--- src/rtl/sumtree_pkg.sv ---
package sumtree_pkg;
  localparam int OPS_PER_LANE = 16;
  localparam int GROW_BITS    = $clog2(OPS_PER_LANE);

  function automatic logic maj3(input logic x, input logic y, input logic z);
    return (x & y) | (x & z) | (y & z);
  endfunction
endpackage

--- src/rtl/c42_cell.sv ---
module c42_cell
  import sumtree_pkg::*;
(
  input  logic a,
  input  logic b,
  input  logic c,
  input  logic d,
  input  logic ci,
  output logic s,
  output logic cy,
  output logic co
);
  logic t;
  // co is formed from a, b, c only, so it never waits on ci
  assign t  = a ^ b ^ c;
  assign co = maj3(a, b, c);
  assign s  = t ^ d ^ ci;
  assign cy = maj3(t, d, ci);
endmodule

--- src/rtl/c42_row.sv ---
module c42_row #(
  parameter int W = 16
) (
  input  logic [W-1:0] a,
  input  logic [W-1:0] b,
  input  logic [W-1:0] c,
  input  logic [W-1:0] d,
  output logic [W-1:0] sum_v,
  output logic [W-1:0] cry_v
);
  logic [W:0]   chain;
  logic [W-1:0] cyb;
  logic         unused_msb;

  assign chain[0] = 1'b0;

  for (genvar i = 0; i < W; i++) begin : g_bit
    c42_cell u_cell (
      .a (a[i]),
      .b (b[i]),
      .c (c[i]),
      .d (d[i]),
      .ci(chain[i]),
      .s (sum_v[i]),
      .cy(cyb[i]),
      .co(chain[i+1])
    );
  end

  // weight-2 outputs move up one column; bits past the top are modulo-discarded
  assign cry_v      = {cyb[W-2:0], 1'b0};
  assign unused_msb = chain[W] ^ cyb[W-1];
endmodule

--- src/rtl/ks_adder.sv ---
module ks_adder #(
  parameter int W = 16
) (
  input  logic [W-1:0] x,
  input  logic [W-1:0] y,
  output logic [W-1:0] s
);
  localparam int LV = $clog2(W);

  logic [W-1:0] g [LV+1];
  logic [W-1:0] p [LV+1];
  logic         unused_tail;

  assign g[0] = x & y;
  assign p[0] = x ^ y;

  for (genvar k = 0; k < LV; k++) begin : g_lvl
    localparam int D = 1 << k;
    for (genvar i = 0; i < W; i++) begin : g_col
      if (i >= D) begin : g_merge
        assign g[k+1][i] = g[k][i] | (p[k][i] & g[k][i-D]);
        assign p[k+1][i] = p[k][i] & p[k][i-D];
      end else begin : g_pass
        assign g[k+1][i] = g[k][i];
        assign p[k+1][i] = p[k][i];
      end
    end
  end

  assign s           = p[0] ^ {g[LV][W-2:0], 1'b0};
  assign unused_tail = g[LV][W-1] ^ (^p[LV]);
endmodule

--- src/rtl/csa_sum_tree.sv ---
module csa_sum_tree
  import sumtree_pkg::*;
#(
  parameter int IN_W  = 12,
  parameter int LANES = 2,
  localparam int NOPS  = OPS_PER_LANE,
  localparam int SUM_W = IN_W + GROW_BITS,
  localparam int XW    = SUM_W - IN_W
) (
  input  logic                        clk,
  input  logic                        rst_n,
  input  logic                        in_valid,
  output logic                        in_ready,
  input  logic [LANES*NOPS*IN_W-1:0]  in_ops,
  output logic                        out_valid,
  input  logic                        out_ready,
  output logic [LANES*SUM_W-1:0]      out_sum
);
  localparam int NSTG = 4;

  logic [NSTG-1:0] vld;
  logic            adv;

  assign out_valid = vld[NSTG-1];
  assign adv       = ~vld[NSTG-1] | out_ready;
  assign in_ready  = adv;

  always_ff @(posedge clk or negedge rst_n) begin
    if (!rst_n)   vld <= '0;
    else if (adv) vld <= {vld[NSTG-2:0], in_valid};
  end

  for (genvar l = 0; l < LANES; l++) begin : g_lane
    logic [SUM_W-1:0] st0 [NOPS];
    logic [SUM_W-1:0] lv1 [NOPS/2];
    logic [SUM_W-1:0] st1 [NOPS/2];
    logic [SUM_W-1:0] lv2 [NOPS/4];
    logic [SUM_W-1:0] st2 [NOPS/4];
    logic [SUM_W-1:0] lv3 [NOPS/8];
    logic [SUM_W-1:0] st3 [NOPS/8];

    // stage 0: sign-extend and capture
    always_ff @(posedge clk) begin
      if (adv) begin
        for (int i = 0; i < NOPS; i++) begin
          st0[i] <= {{XW{in_ops[(l*NOPS+i)*IN_W+IN_W-1]}},
                     in_ops[(l*NOPS+i)*IN_W +: IN_W]};
        end
      end
    end

    for (genvar q = 0; q < NOPS/4; q++) begin : g_l1
      c42_row #(.W(SUM_W)) u_row (
        .a(st0[4*q]), .b(st0[4*q+1]), .c(st0[4*q+2]), .d(st0[4*q+3]),
        .sum_v(lv1[2*q]), .cry_v(lv1[2*q+1])
      );
    end

    always_ff @(posedge clk) begin
      if (adv) for (int i = 0; i < NOPS/2; i++) st1[i] <= lv1[i];
    end

    for (genvar q = 0; q < NOPS/8; q++) begin : g_l2
      c42_row #(.W(SUM_W)) u_row (
        .a(st1[4*q]), .b(st1[4*q+1]), .c(st1[4*q+2]), .d(st1[4*q+3]),
        .sum_v(lv2[2*q]), .cry_v(lv2[2*q+1])
      );
    end

    always_ff @(posedge clk) begin
      if (adv) for (int i = 0; i < NOPS/4; i++) st2[i] <= lv2[i];
    end

    c42_row #(.W(SUM_W)) u_l3 (
      .a(st2[0]), .b(st2[1]), .c(st2[2]), .d(st2[3]),
      .sum_v(lv3[0]), .cry_v(lv3[1])
    );

    always_ff @(posedge clk) begin
      if (adv) for (int i = 0; i < NOPS/8; i++) st3[i] <= lv3[i];
    end

    ks_adder #(.W(SUM_W)) u_cpa (
      .x(st3[0]),
      .y(st3[1]),
      .s(out_sum[l*SUM_W +: SUM_W])
    );
  end
endmodule

--- config.mk ---
export PLATFORM = sky130hd
export DESIGN_NAME = csa_sum_tree
export DESIGN_NICKNAME = d
export VERILOG_FILES = /design/src/rtl/sumtree_pkg.sv /design/src/rtl/c42_cell.sv /design/src/rtl/c42_row.sv /design/src/rtl/ks_adder.sv /design/src/rtl/csa_sum_tree.sv
export SDC_FILE = /design/constraint.sdc
export NUM_CORES = 1
export LEC_CHECK = 0
export BUFFER_PORTS_ARGS = -buffer_cell sky130_fd_sc_hd__buf_4
export CAP_MARGIN = 20
export CORE_MARGIN = 2
export CORE_UTILIZATION = 58
export CTS_CLUSTER_DIAMETER = 200
export DETAILED_ROUTE_END_ITERATION = 6
export PLACE_DENSITY_LB_ADDON = 0.12
export SYNTH_ARGS = -nofsm -noshare
export SYNTH_HDL_FRONTEND = slang
export SYNTH_SLANG_ARGS = --single-unit
--- constraint.sdc ---
create_clock -name clk -period 43.1 [get_ports clk]
set_input_delay 8.62 -clock clk [delete_from_list [all_inputs] [get_ports clk]]
set_output_delay 8.62 -clock clk [all_outputs]
set_load 0.03 [all_outputs]
[Word level (Yosys, flattened, before mapping)]
Memories as Yosys holds them, arrays and structs flattened.
Index checks and enable logic that the tools add are counted.
Widths: inputs -> output; s select.
Cells by class
  bitwise gates (word level): 3176
  multiplexer cells: 2
Operators with widths (number)
  $and 1x1->1: 1384
  $or 1x1->1: 903
  $xor 1x1->1: 882
  $xor 16x16->16: 4
  $and 15x15->15: 2
  $mux 1: 2
  $not 1->1: 1
Word-level totals
  bits in writable memories: 960
  output and inout bits: 34
  register bits: 4
  memories kept: 8
  logic and storage cells: 3187
Memories
  g_lane[0].st0: words 16, width 16, read ports 16, clocked after Yosys merged registers in 0, wr ports 16, RTL line csa_sum_tree.sv:34  | logic [SUM_W-1:0] st0 [NOPS];
  g_lane[1].st0: words 16, width 16, read ports 16, clocked after Yosys merged registers in 0, wr ports 16, RTL line csa_sum_tree.sv:34
  g_lane[0].st1: words 8, width 16, read ports 8, clocked after Yosys merged registers in 0, wr ports 8, RTL line csa_sum_tree.sv:36  | logic [SUM_W-1:0] st1 [NOPS/2];
  g_lane[1].st1: words 8, width 16, read ports 8, clocked after Yosys merged registers in 0, wr ports 8, RTL line csa_sum_tree.sv:36
  g_lane[0].st2: words 4, width 16, read ports 4, clocked after Yosys merged registers in 0, wr ports 4, RTL line csa_sum_tree.sv:38  | logic [SUM_W-1:0] st2 [NOPS/4];
  g_lane[1].st2: words 4, width 16, read ports 4, clocked after Yosys merged registers in 0, wr ports 4, RTL line csa_sum_tree.sv:38
  +2 memories

[Logic depth before layout (Yosys ltp)]
An unclocked memory read counts as a cell.
  depth after elaboration: 10
  gate-level depth with buffers: 7

[By module]
Synthesis repeated with hierarchy kept, for this count alone.
Second synthesis, totals
  cells, all modules: 3499
  area total of the unflattened synthesis: 43953.4 µm²
By module, submodules not included
  csa_sum_tree: cells an instance 841, instances 1, sequential area each 25084.1 µm², area each 25150.4 µm²
  c42_cell: cells an instance 10, instances 224, sequential area each 0.0 µm², area each 70.1 µm²
  c42_row: cells an instance 17, instances 14, sequential area each 0.0 µm², area each 123.9 µm²
  ks_adder: cells an instance 90, instances 2, sequential area each 0.0 µm², area each 686.9 µm²

[Worst setup path before layout]
Ideal clock, no wire load.
  kind: input to output
  from: input out_ready
  to: output in_ready
  arrival: 27.187 ns
  path buffers: 0
  path slack: 7.293 ns
  cell stages on the path: 1
  cells stage by stage: nand2b_1
Between the ends
  longest elaborated chain between the ends: 1
Ends and longest elaborated chain
  from (decl): RTL line csa_sum_tree.sv:16  | input logic out_ready,
  $or 1x1->1: RTL line csa_sum_tree.sv:25  | assign adv = ~vld[NSTG-1] | out_ready;
  to (decl): RTL line csa_sum_tree.sv:13  | output logic in_ready,
Every way passes these cells.

[Final worst setup path]
Ends and elaborated chain as after synthesis.

==> results.md <==
- Status: complete, no violations
- Share of layout cells above drive strength 1: 0.284
- Worst setup EP type: primary output
- M1 WL: 20100 um
- CTS H-Tree Depth: 3
- Tcrit/Tclk final: 0.425
- Number of global-route vias before repair: 15181
- Cell Rows: 85
- Net Sw Frac: 0.329
- DR DRC count: 0
- Met3 routed WL: 3340 um
- Post-synth top flop: edfxtp_1
- Cell family with most CP delay: simple AND/OR/NAND/NOR gates
- Die area: 0.0566 mm2
- DRT Pass-1 Iters: 5
- Pin count of the biggest net entering global routing: 187
- Seq cells post-synth: 772
- RSZ-0062 raised after global routing: no
- Worst reg2reg path depth: 4
- Post-DRT Antenna Nets: 0
- Max stage delay on crit path: 660 ps
- Rel. slew slack: 0.333
- Critical path buffer and inverter count: 2
- Worst EP arrival: 9710 ps
- GPL Wtd Cong: 0.815
- CTS Root Cell: clkbuf_16
- DP HPWL: 37300 um
- Gate power share: 0.355
- Via density: about 5.2
- Final Setup Violations: 0
- Cell internal pwr: 2.12 mW
- Switching power: 1.04 mW
- Placed Area: 0.0358 mm2
- Yosys top cell by area: edfxtp_1
- CTS tree: yes
- Initial antenna violation count: 6
- Post-Syn Area: 0.0317 mm2
- Critical path peak fanout: 62
- DR iter-0 viols: 841
- Pins Over Slew Limit: 0
- Register area: between 0.02 and 0.025 mm2
- Worst Setup Path Type: primary input to primary output
- # nets final: between 2000 and 3000
- Clk sink count: 772
- Core area: between 0.05 and 0.06 mm2
- IO Count: 422
- I/O Buffers: 421
- Synth Warn #: 0
- Mean Syn Cell Area: 24.3 um2
- Final min period: 18330 ps
- Worst hold stages: 1
- Post-cts sizing count: 0
- CP Depth: 3
- Routed vias: between 10000 and 15000
- Clock skew: 11.1 ps
- Setup repair bufs after CTS: 0
- Netlist cell types: 40
- Area contributors post-synth: edfxtp_1 73%, fa_1 22%, ha_1 1.7%
- Setup TNS: 0 ps
- Post-synthesis async set-or-reset flop share: 0.00518
- Final number of hold-violating endpoints: 0
- Slowest-stage cell, CP: nand2b_4
- Synthesized Nets: 2093
- Fin cells: 2568
- EDFF count, synth: 768
- # fillers: 3279
- Synth-to-Final Area Change: 20.2%
- Routed WL per cell: 20.0 um
- Post-synth top area share: 0.727
- Clock power frac: 0.196
- Die H: 238 um
- Required @ worst endpoint: 34480 ps
- Hold Buf Count CTS: 0
- Cell count after synthesis: 1307
- CTS buffer count: 78
- Die Wd: 238 um
- Clock buffer depth: 3
- Reg2reg setup slack: 39190 ps
- CTS clk-pin slew, worst paths: around 60 ps
- Starting Density: 0.588
- First-pass GRT wire length: 81300 um
- Fmax: 0.0546 GHz
- Hold WC Path Type: register to register
- Lkg Pwr: 14.2 nW
- Placed cell count: 2426
- Worst skew pair latency: about 600 ps
- Seq pwr share: 0.448
- Worst Max-Slew Pin Slew: 1000 ps
- Total grt overflow: 0
- Post-route cell area: 0.0381 mm2
- Crit-path cells: buf_4, nand2b_4, buf_4
- Worst ir drop on vdd: ~0.055 mV
- Routed wl met2: between 20000 and 30000 um
- Top Layer Used: met5
- Pwr dens: 82.7 mW/mm2
- Multi-input gate area: between 0.008 and 0.009 mm2
- Tot GR Track Use: 0.193
- MaxCap Viol Count: 0
- Register area share after synthesis: 0.730
- Most frequent CP cell: buf_4
- Detailed Route WL: about 51000 um
- Setup crit start kind: primary input
-- power by group through the flow --
stage               logic (mW)  registers, mW  clock network (mW)
floorplan                0.731           1.57                   0
global placement          1.11           1.42                   0
detailed placement        1.15           1.44                   0
CTS                       1.16           1.42               0.639
global route              1.29           1.45               0.666
finish                    1.12           1.41               0.619
-- per-layer routing --
layer,track usage,vias to the layer above
li1,-,5934
met1,0.253,6993
met2,0.322,354
met3,0.0526,105
met4,0.0597,10
met5,0,-
-- cell usage in the layout (no fill, tap or decap), types with 8 or more instances in the layout --
cell type,netlist,layout
edfxtp_1,768,768
buf_4,4,426
fa_1,354,354
clkbuf_16,0,80
ha_1,44,44
clkbuf_1,1,27
xnor2_1,24,24
a21oi_1,18,18
clkinv_1,0,18
o21ai_0,9,9
xor2_1,9,9
clkinv_2,0,9
nor2_1,8,8
-- synth_stat cells (3+ instances only) --
cell and count:
edfxtp_1 768, fa_1 354, ha_1 44, xnor2_1 24, a21oi_1 18, o21ai_0 9
xor2_1 9, nor2_1 8, nand2_1 7, nand3_1 5, nor2b_1 5, buf_4 4
dfrtp_1 4, nand2b_1 4, a21o_1 3, and3_1 3, inv_1 3, mux2_2 3
nor3_1 3, or3_1 3
-- path summary, 6_finish.rpt --
path | start | to
worst min-delay path | vld[2] | vld[3]
worst max-delay path | out_ready | in_ready
worst max register to register | vld[3] | g_lane[1].st0[0][50]
worst min register to register | vld[2] | vld[3]
min in group asynchronous | rst_n | vld[2]
max in group asynchronous | rst_n | vld[3]
-- through the flow --
stage	hold WS, ps	power [mW]	util	worst slack, ps
finish	486	3.15	0.707	24770
global route	510	3.40	0.707	24700
floorplan	430	2.30	-	7290
detailed placement	456	2.59	0.664	24770
CTS	489	3.23	0.707	24760
global placement	460	2.53	0.664	24790
-- sequential cells by signal, indices dropped and copies added (netlist names) --
register / count
g_lane.st0: 384
g_lane.st1: 208
g_lane.st2: 116
g_lane.st3: 60
vld: 4
-- cell type report --
type / count / area share
Antenna cell: 1 / 0.0000656
Clock buffer: 108 / 0.0555
Clock inverter: 33 / 0.00564
Inverter: 3 / 0.000295
Multi-Input combinational cell: 527 / 0.223
Sequential cell: 772 / 0.607
Tap cell: 696 / 0.0228
Timing Repair Buffer: 428 / 0.0849
-- cell families after synthesis --
kind of cell | Yosys count | share of synthesized area
adders and majority gates | 398 | 0.241
muxes | 4 | 0.00138
xor gates and xnor gates | 33 | 0.00911
DFF | 772 | 0.730
and+or+nand+nor | 47 | 0.00805
buffers and inverters | 8 | 0.00142
AOI/OAI and AO/OA | 45 | 0.00888
-- worst register-to-register path: stages, from the launching register on --
cell and delay, ps:
dfrtp_1 410, nand2b_4 630, buf_4 860, buf_12 650, buf_4 910
No activity file was read; power rests on OpenSTA's default activity.
